## config.mk

```make
export PLATFORM = sky130hd
export DESIGN_NAME = burst_rearb_ctrl
export DESIGN_NICKNAME = d
export VERILOG_FILES = /design/src/rtl/rearb_pkg.sv /design/src/rtl/rearb_regs.sv /design/src/rtl/rearb_beat_ctr.sv /design/src/rtl/rearb_gate.sv /design/src/rtl/burst_rearb_ctrl.sv
export SDC_FILE = /design/constraint.sdc
export NUM_CORES = 1
export LEC_CHECK = 0
export BUFFER_PORTS_ARGS = -buffer_cell sky130_fd_sc_hd__buf_2
export CORE_ASPECT_RATIO = 1.5
export CORE_MARGIN = 1.5
export CORE_UTILIZATION = 50
export CTS_CLUSTER_DIAMETER = 120
export DETAILED_ROUTE_END_ITERATION = 16
export HOLD_SLACK_MARGIN = 0.12
export PLACE_DENSITY = 0.95
export RECOVER_POWER = 100
export SLEW_MARGIN = 25
export SYNTH_ARGS = -nofsm -noshare
export SYNTH_HDL_FRONTEND = slang
export SYNTH_SLANG_ARGS = --single-unit
export TNS_END_PERCENT = 10
```

## constraint.sdc

```tcl
create_clock -name clk -period 3.7 [get_ports clk]
set_clock_uncertainty 0.15 [all_clocks]
set_input_delay 0.37 -clock clk [delete_from_list [all_inputs] [get_ports clk]]
set_output_delay 0.37 -clock clk [all_outputs]
set_load 0.01 [all_outputs]
```

## src/rtl/rearb_pkg.sv

```systemverilog
package rearb_pkg;
   localparam int unsigned RULE_W = 3;

   typedef enum logic [RULE_W-1:0] {
      RULE_NEVER = 3'b000,
      RULE_ANY   = 3'b001,
      RULE_AFT4  = 3'b010,
      RULE_AFT8  = 3'b011,
      RULE_AFT16 = 3'b100
   } rule_e;

   localparam logic [1:0] SZ_WORD = 2'b10;

   // Largest beat threshold any rule can ask for.
   localparam int unsigned MAX_THRESH = 16;

   // Unlisted codes fall to the default branch and forbid rearbitration.
   function automatic logic rule_allows(input logic [RULE_W-1:0] code,
                                        input int unsigned beats);
      case (code)
         RULE_ANY:   return 1'b1;
         RULE_AFT4:  return beats >= 4;
         RULE_AFT8:  return beats >= 8;
         RULE_AFT16: return beats >= 16;
         default:    return 1'b0;
      endcase
   endfunction
endpackage

```

## src/rtl/rearb_regs.sv

```systemverilog
module rearb_regs
   import rearb_pkg::*;
#(
   parameter int unsigned N_MST       = 8,
   parameter int unsigned ADDR_W      = 12,
   parameter int unsigned DATA_W      = 32,
   parameter int unsigned BASE_OFF    = 'h800,
   parameter int unsigned STRIDE_LOG2 = 8
) (
   input  logic                      clk,
   input  logic                      rst_n,
   input  logic                      reg_req,
   input  logic                      reg_wr,
   input  logic                      reg_priv,
   input  logic [1:0]                reg_size,
   input  logic [ADDR_W-1:0]         reg_addr,
   input  logic [DATA_W-1:0]         reg_wdata,
   output logic [DATA_W-1:0]         reg_rdata,
   output logic                      reg_ack,
   output logic                      reg_err,
   output logic [N_MST*RULE_W-1:0]   rule_flat
);
   localparam int unsigned IDX_W = $clog2(N_MST);

   logic [ADDR_W-1:0] off;
   logic              in_win, legal, wr_en;
   logic [IDX_W-1:0]  slot;
   logic [RULE_W-1:0] rule_q [N_MST];
   logic [DATA_W-1:0] rd_d;
   logic              unused_wdata;

   assign off    = reg_addr - ADDR_W'(BASE_OFF);
   assign in_win = (reg_addr >= ADDR_W'(BASE_OFF))
                && (off[STRIDE_LOG2-1:0] == '0)
                && ((off >> STRIDE_LOG2) < ADDR_W'(N_MST));
   assign slot   = off[STRIDE_LOG2 +: IDX_W];
   assign legal  = reg_req && reg_priv && (reg_size == SZ_WORD) && in_win;
   assign wr_en  = legal && reg_wr;
   assign unused_wdata = ^reg_wdata[DATA_W-1:RULE_W];

   for (genvar g = 0; g < N_MST; g++) begin : g_rule
      always_ff @(posedge clk or negedge rst_n) begin
         if (!rst_n)
            rule_q[g] <= '0;
         else if (wr_en && (slot == IDX_W'(g)))
            rule_q[g] <= reg_wdata[RULE_W-1:0];
      end
      assign rule_flat[g*RULE_W +: RULE_W] = rule_q[g];
   end

   always_comb begin
      rd_d = '0;
      if (legal && !reg_wr)
         rd_d[RULE_W-1:0] = rule_q[slot];
   end

   always_ff @(posedge clk or negedge rst_n) begin
      if (!rst_n) begin
         reg_ack   <= 1'b0;
         reg_err   <= 1'b0;
         reg_rdata <= '0;
      end else begin
         reg_ack   <= legal;
         reg_err   <= reg_req && !legal;
         reg_rdata <= rd_d;
      end
   end

   p_resp_excl_r3: assert property (@(posedge clk) disable iff (!rst_n)
      !(reg_ack && reg_err));
   p_err_zero_r3: assert property (@(posedge clk) disable iff (!rst_n)
      reg_err |-> (reg_rdata == '0));
   p_user_nowrite_r3: assert property (@(posedge clk) disable iff (!rst_n)
      $past(reg_req && !reg_priv) |-> $stable(rule_flat));
endmodule

```

## src/rtl/rearb_beat_ctr.sv

```systemverilog
module rearb_beat_ctr #(
   parameter int unsigned CNT_MAX = 16,
   localparam int unsigned CW     = $clog2(CNT_MAX + 1)
) (
   input  logic          clk,
   input  logic          rst_n,
   input  logic          bus_start,
   input  logic          bus_undef,
   input  logic          bus_beat,
   input  logic          bus_last,
   output logic          active,
   output logic          open_len,
   output logic [CW-1:0] beats
);
   always_ff @(posedge clk or negedge rst_n) begin
      if (!rst_n) begin
         active   <= 1'b0;
         open_len <= 1'b0;
         beats    <= '0;
      end else if (bus_start) begin
         active   <= !(bus_beat && bus_last);
         open_len <= bus_undef;
         beats    <= CW'(bus_beat);
      end else if (active && bus_beat) begin
         if (beats != CW'(CNT_MAX))
            beats <= beats + 1'b1;
         if (bus_last)
            active <= 1'b0;
      end
   end

   p_sat_r9: assert property (@(posedge clk) disable iff (!rst_n)
      beats <= CW'(CNT_MAX));
   p_restart_r9: assert property (@(posedge clk) disable iff (!rst_n)
      $past(bus_start) |-> (beats <= 1));
endmodule

```

## src/rtl/rearb_gate.sv

```systemverilog
module rearb_gate
   import rearb_pkg::*;
#(
   parameter int unsigned N_MST = 8,
   parameter int unsigned CW    = 5,
   localparam int unsigned IDX_W = $clog2(N_MST)
) (
   input  logic [N_MST*RULE_W-1:0] rule_flat,
   input  logic [IDX_W-1:0]        owner_id,
   input  logic                    active,
   input  logic                    open_len,
   input  logic [CW-1:0]           beats,
   output logic                    rearb_ok
);
   logic [RULE_W-1:0] own_rule;

   assign own_rule = rule_flat[owner_id*RULE_W +: RULE_W];

   always_comb begin
      if (!active)
         rearb_ok = 1'b1;
      else if (!open_len)
         rearb_ok = 1'b0;
      else
         rearb_ok = rule_allows(own_rule, 32'(beats));
   end
endmodule

```

## src/rtl/burst_rearb_ctrl.sv

```systemverilog
module burst_rearb_ctrl
   import rearb_pkg::*;
#(
   parameter int unsigned N_MST       = 8,
   parameter int unsigned ADDR_W      = 12,
   parameter int unsigned DATA_W      = 32,
   parameter int unsigned BASE_OFF    = 'h800,
   parameter int unsigned STRIDE_LOG2 = 8,
   parameter int unsigned CNT_MAX     = 16
) (
   input  logic                       clk,
   input  logic                       rst_n,
   input  logic                       reg_req,
   input  logic                       reg_wr,
   input  logic                       reg_priv,
   input  logic [1:0]                 reg_size,
   input  logic [ADDR_W-1:0]          reg_addr,
   input  logic [DATA_W-1:0]          reg_wdata,
   output logic [DATA_W-1:0]          reg_rdata,
   output logic                       reg_ack,
   output logic                       reg_err,
   input  logic [$clog2(N_MST)-1:0]   owner_id,
   input  logic                       bus_start,
   input  logic                       bus_undef,
   input  logic                       bus_beat,
   input  logic                       bus_last,
   output logic                       rearb_ok
);
   localparam int unsigned CW = $clog2(CNT_MAX + 1);

   if (N_MST < 2) begin : g_chk_nmst
      $error("N_MST must be at least 2");
   end
   if (BASE_OFF + (N_MST << STRIDE_LOG2) > (1 << ADDR_W)) begin : g_chk_map
      $error("rule slots do not fit the address width");
   end
   if (STRIDE_LOG2 + $clog2(N_MST) > ADDR_W) begin : g_chk_stride
      $error("stride too wide for the address");
   end
   if (CNT_MAX < MAX_THRESH) begin : g_chk_cnt
      $error("CNT_MAX below the largest beat threshold");
   end
   if (DATA_W <= RULE_W) begin : g_chk_data
      $error("DATA_W must exceed the rule width");
   end

   logic [N_MST*RULE_W-1:0] rule_flat;
   logic                    active, open_len;
   logic [CW-1:0]           beats;

   rearb_regs #(
      .N_MST(N_MST), .ADDR_W(ADDR_W), .DATA_W(DATA_W),
      .BASE_OFF(BASE_OFF), .STRIDE_LOG2(STRIDE_LOG2)
   ) u_regs (
      .clk(clk), .rst_n(rst_n), .reg_req(reg_req), .reg_wr(reg_wr),
      .reg_priv(reg_priv), .reg_size(reg_size), .reg_addr(reg_addr),
      .reg_wdata(reg_wdata), .reg_rdata(reg_rdata), .reg_ack(reg_ack),
      .reg_err(reg_err), .rule_flat(rule_flat)
   );

   rearb_beat_ctr #(.CNT_MAX(CNT_MAX)) u_ctr (
      .clk(clk), .rst_n(rst_n), .bus_start(bus_start), .bus_undef(bus_undef),
      .bus_beat(bus_beat), .bus_last(bus_last), .active(active),
      .open_len(open_len), .beats(beats)
   );

   rearb_gate #(.N_MST(N_MST), .CW(CW)) u_gate (
      .rule_flat(rule_flat), .owner_id(owner_id), .active(active),
      .open_len(open_len), .beats(beats), .rearb_ok(rearb_ok)
   );

   logic [RULE_W-1:0] own_rule;
   assign own_rule = rule_flat[owner_id*RULE_W +: RULE_W];

   p_never_r4: assert property (@(posedge clk) disable iff (!rst_n)
      (active && open_len && own_rule == RULE_NEVER) |-> !rearb_ok);
   p_any_r5: assert property (@(posedge clk) disable iff (!rst_n)
      (active && open_len && own_rule == RULE_ANY) |-> rearb_ok);
   p_hold_r6: assert property (@(posedge clk) disable iff (!rst_n)
      ($past(rearb_ok) && $past(active) && active && !$past(bus_start)
       && $stable(own_rule) && $stable(owner_id)) |-> rearb_ok);
   p_rsvd_r7: assert property (@(posedge clk) disable iff (!rst_n)
      (active && own_rule > RULE_AFT16) |-> !rearb_ok);
   p_fixed_r8: assert property (@(posedge clk) disable iff (!rst_n)
      (active && !open_len) |-> !rearb_ok);
   p_idle_r11: assert property (@(posedge clk) disable iff (!rst_n)
      !active |-> rearb_ok);
endmodule

```

==> impl_results.md <==
* Outcome: finished, violations left
* Failing checks: max-capacitance violations, max-slew violations
* Average vias per placed instance at 5.377
* Ys async rst share at 1.000
* Post-synth top cells: 36 x dfrtp_1, 29 x buf_4, 26 x mux2_2, 13 x nor2_1
* GRT Total Usage at 0.1864
* Top FF cell, synth: dfrtp_1
* Worst Path Required at 3.18 ns
* Core area at 0.004173 mm²
* Synthesis Warnings at 0
* Post-synth top area cell: dfrtp_1
* Clock-pin slew on the worst setup and hold paths at 0.07 ns
* Aggregate negative setup slack at 0 ns
* Power Dens Cells at 336.0 mW/mm²
* Clk buf depth at 2
* IO Count at 93
* Startpoint types: register
* Share of layout cells above drive strength 1 at 0.3204
* Hold depth at 2
* Fmax at 0.3772 GHz
* Die X-Extent at 56.44 µm
* Synth top area cells: dfrtp_1 42%, mux2_2 14%, buf_4 10%, mux4_1 7.4%, mux4_2 6.3%
* RD Place Congestion at 0.7925
* TritonCTS clock tree: yes
* CTS Buf Count at 5
* Detailed-route DRC error count at 0
* VDD IR max at 0.0002910 V
* Syn Std Cell Area at about 0.0021 mm²
* Largest net degree at the start of global routing at 37
* CP arrival at ~2.1 ns
* Unrepaired setup endpoints after global routing: no
* Top-area cell type share of the netlist area at 0.4206
* Minimum clock period at 2.651 ns
* Max cap viols at 1
* Slew @ Worst Pin at 1.875 ns
* Slew HR at -0.2501
* Min-delay worst type: input port to register
* First-pass GRT wire length at around 6700 µm
* Initial Utilization at 0.5133
* Hold Fails Final Rpt at 0
* CP endpoint kind: output pin
* Port-buffer cells at 34
* Dpl hpwl at between 2000 and 3000 µm
* P&R area growth vs syn at 7.535%
* Drt wl/cell at 15.33 µm
* CP Max Fanout at 3
* FP Rows at 29
* Initial DRC count at 59
* Clk_lat worst skew at a little under 0.3 ns
* Worst r2r path cells at 6
* Final setup fails at 0
* Synth Instances at 167
* Final Cycle Share at 0.7165
* CTS Root Cell: clkbuf_8
* H-tree levels at 2
* Synth cell types at 35
* Post-synth EDFFs at 0
* Post-DRT Antenna Nets at 0
* Count leader, synth: dfrtp_1
* Sequential share of the synthesized area at 0.4206
* Antenna diode count at 0
* Fill count at 367
* Chip height at 83.17 µm
* Syn_area_per_cell at 12.83 µm²
* DRT Pass-1 Iters at 4
* DRT Wirelength at 3862 µm
* Total gr overflow at 0
* Final slew viol count at 37
* Fin nets at approximately 270
* CP Class: register to output pin
* Total clock sinks at 36
* Routed via count at ~1400
* #FFs+latches synth at 36
* Final core utilization at 0.5520
* Vias in the first global route at 1352
* Leakage power at 0.001169 µW
* Area of the multi-input gates at 0.001057 mm²
* DIE AREA at 0.004694 mm²
* Initial antenna violation count at 0
* Register area at 900.9 µm²
==> state kept, by name, indices dropped and copies added, names as in the netlist <==
name / cells
u_ctr.active: 1
u_ctr.beats: 5
u_ctr.open_len: 1
u_regs.reg_ack: 1
u_regs.reg_err: 1
u_regs.reg_rdata: 3
u_regs.rule_flat: 24
==> worst max-delay path: stages (launching register included) <==
cell and delay, ns:
dfrtp_1 0.40, mux4_1 0.52, mux2_1 0.36, nor3b_1 0.22, o211ai_1 0.10, o211ai_1 0.08, buf_2 0.15
==> path summary, 6_finish.rpt <==
kind	from	end	slack [ns]
setup reg to reg	u_ctr.beats[0]	u_ctr.beats[3]	1.88
min in group asynchronous	rst_n	u_regs.reg_err	0.98
hold / removal	bus_beat	u_ctr.active	0.13
setup / recovery	u_regs.rule_flat[3]	rearb_ok	1.05
hold reg to reg	u_regs.rule_flat[9]	u_regs.rule_flat[9]	0.38
max in group asynchronous	rst_n	u_regs.rule_flat[1]	1.34
==> layout by cell type (no fill, tap or decap), drive strengths merged, types with 2 or more instances in the layout <==
master       instances
dfrtp               36
o211ai               2
nand4                2
nor3b                3
buf                 28
inv                  3
nor2                13
xor2                 2
nand2                6
a21oi                2
nor2b                2
dlygate4sd3          2
mux2                26
ha                   2
conb                29
nand3b               3
mux2i                6
xnor2                2
mux4                12
clkbuf              13
==> per-stage QoR <==
step	total power (µW)	hold slack, ns	instances	instance area, µm²	setup WS, ns
after CTS	782.1	0.1311	252	2347	1.080
after detailed placement	488.7	0.3508	242	2233	1.154
final	773.9	0.1331	252	2303	1.049
after global placement	484.9	0.3325	242	2233	1.178
after floorplan	475.1	-0.07559	195	2247	1.461
after global routing	819.6	0.1361	252	2303	0.7904
==> what timing repair did <==
item,CTS,global route
gates resized for setup,0,0
setup buffers,0,0
endpoints found under the hold margin,37,0
hold buffers,2,0
==> logic make-up (layout without fill, tap and decap cells) <==
group	Yosys count	in the layout	synth area share
and+or+nand+nor	37	37	0.1098
DFF	36	36	0.4206
muxes	44	44	0.3014
adders and majority gates	2	2	0.01168
xor gates and xnor gates	4	4	0.01636
AOI/OAI and AO/OA	7	7	0.02044
buffers and inverters	36	47	0.1180
other	1	29	0.001751
==> power by group <==
part / total, µW / switching, µW / internal, µW
registers: 403 / 4.79 / 399
clock network: 294 / 142 / 151
logic: 76.8 / 48.5 / 28.3
total: 774 / 196 / 578
==> layer usage <==
metal / routed length [µm] / GRT usage / up-vias / part of all wire
met5: 0 / 0 / - / 0
met3: 247 / 0.05296 / 11 / 0.064
li1: - / - / 629 / -
met1: 1480 / 0.2292 / 647 / 0.38
met2: 2018 / 0.2981 / 68 / 0.52
met4: 116 / 0.08874 / 0 / 0.030
==> cell type report <==
| cell class | instances | area share |
|---|---|---|
| clock buffer | 7 | 0.03748 |
| clock inverter | 1 | 0.003259 |
| inverter | 3 | 0.004889 |
| multi-input combinational | 123 | 0.4590 |
| sequential | 36 | 0.3911 |
| tap | 46 | 0.02499 |
| timing repair buffer | 36 | 0.07930 |
Power figures use the tool's default switching activity.
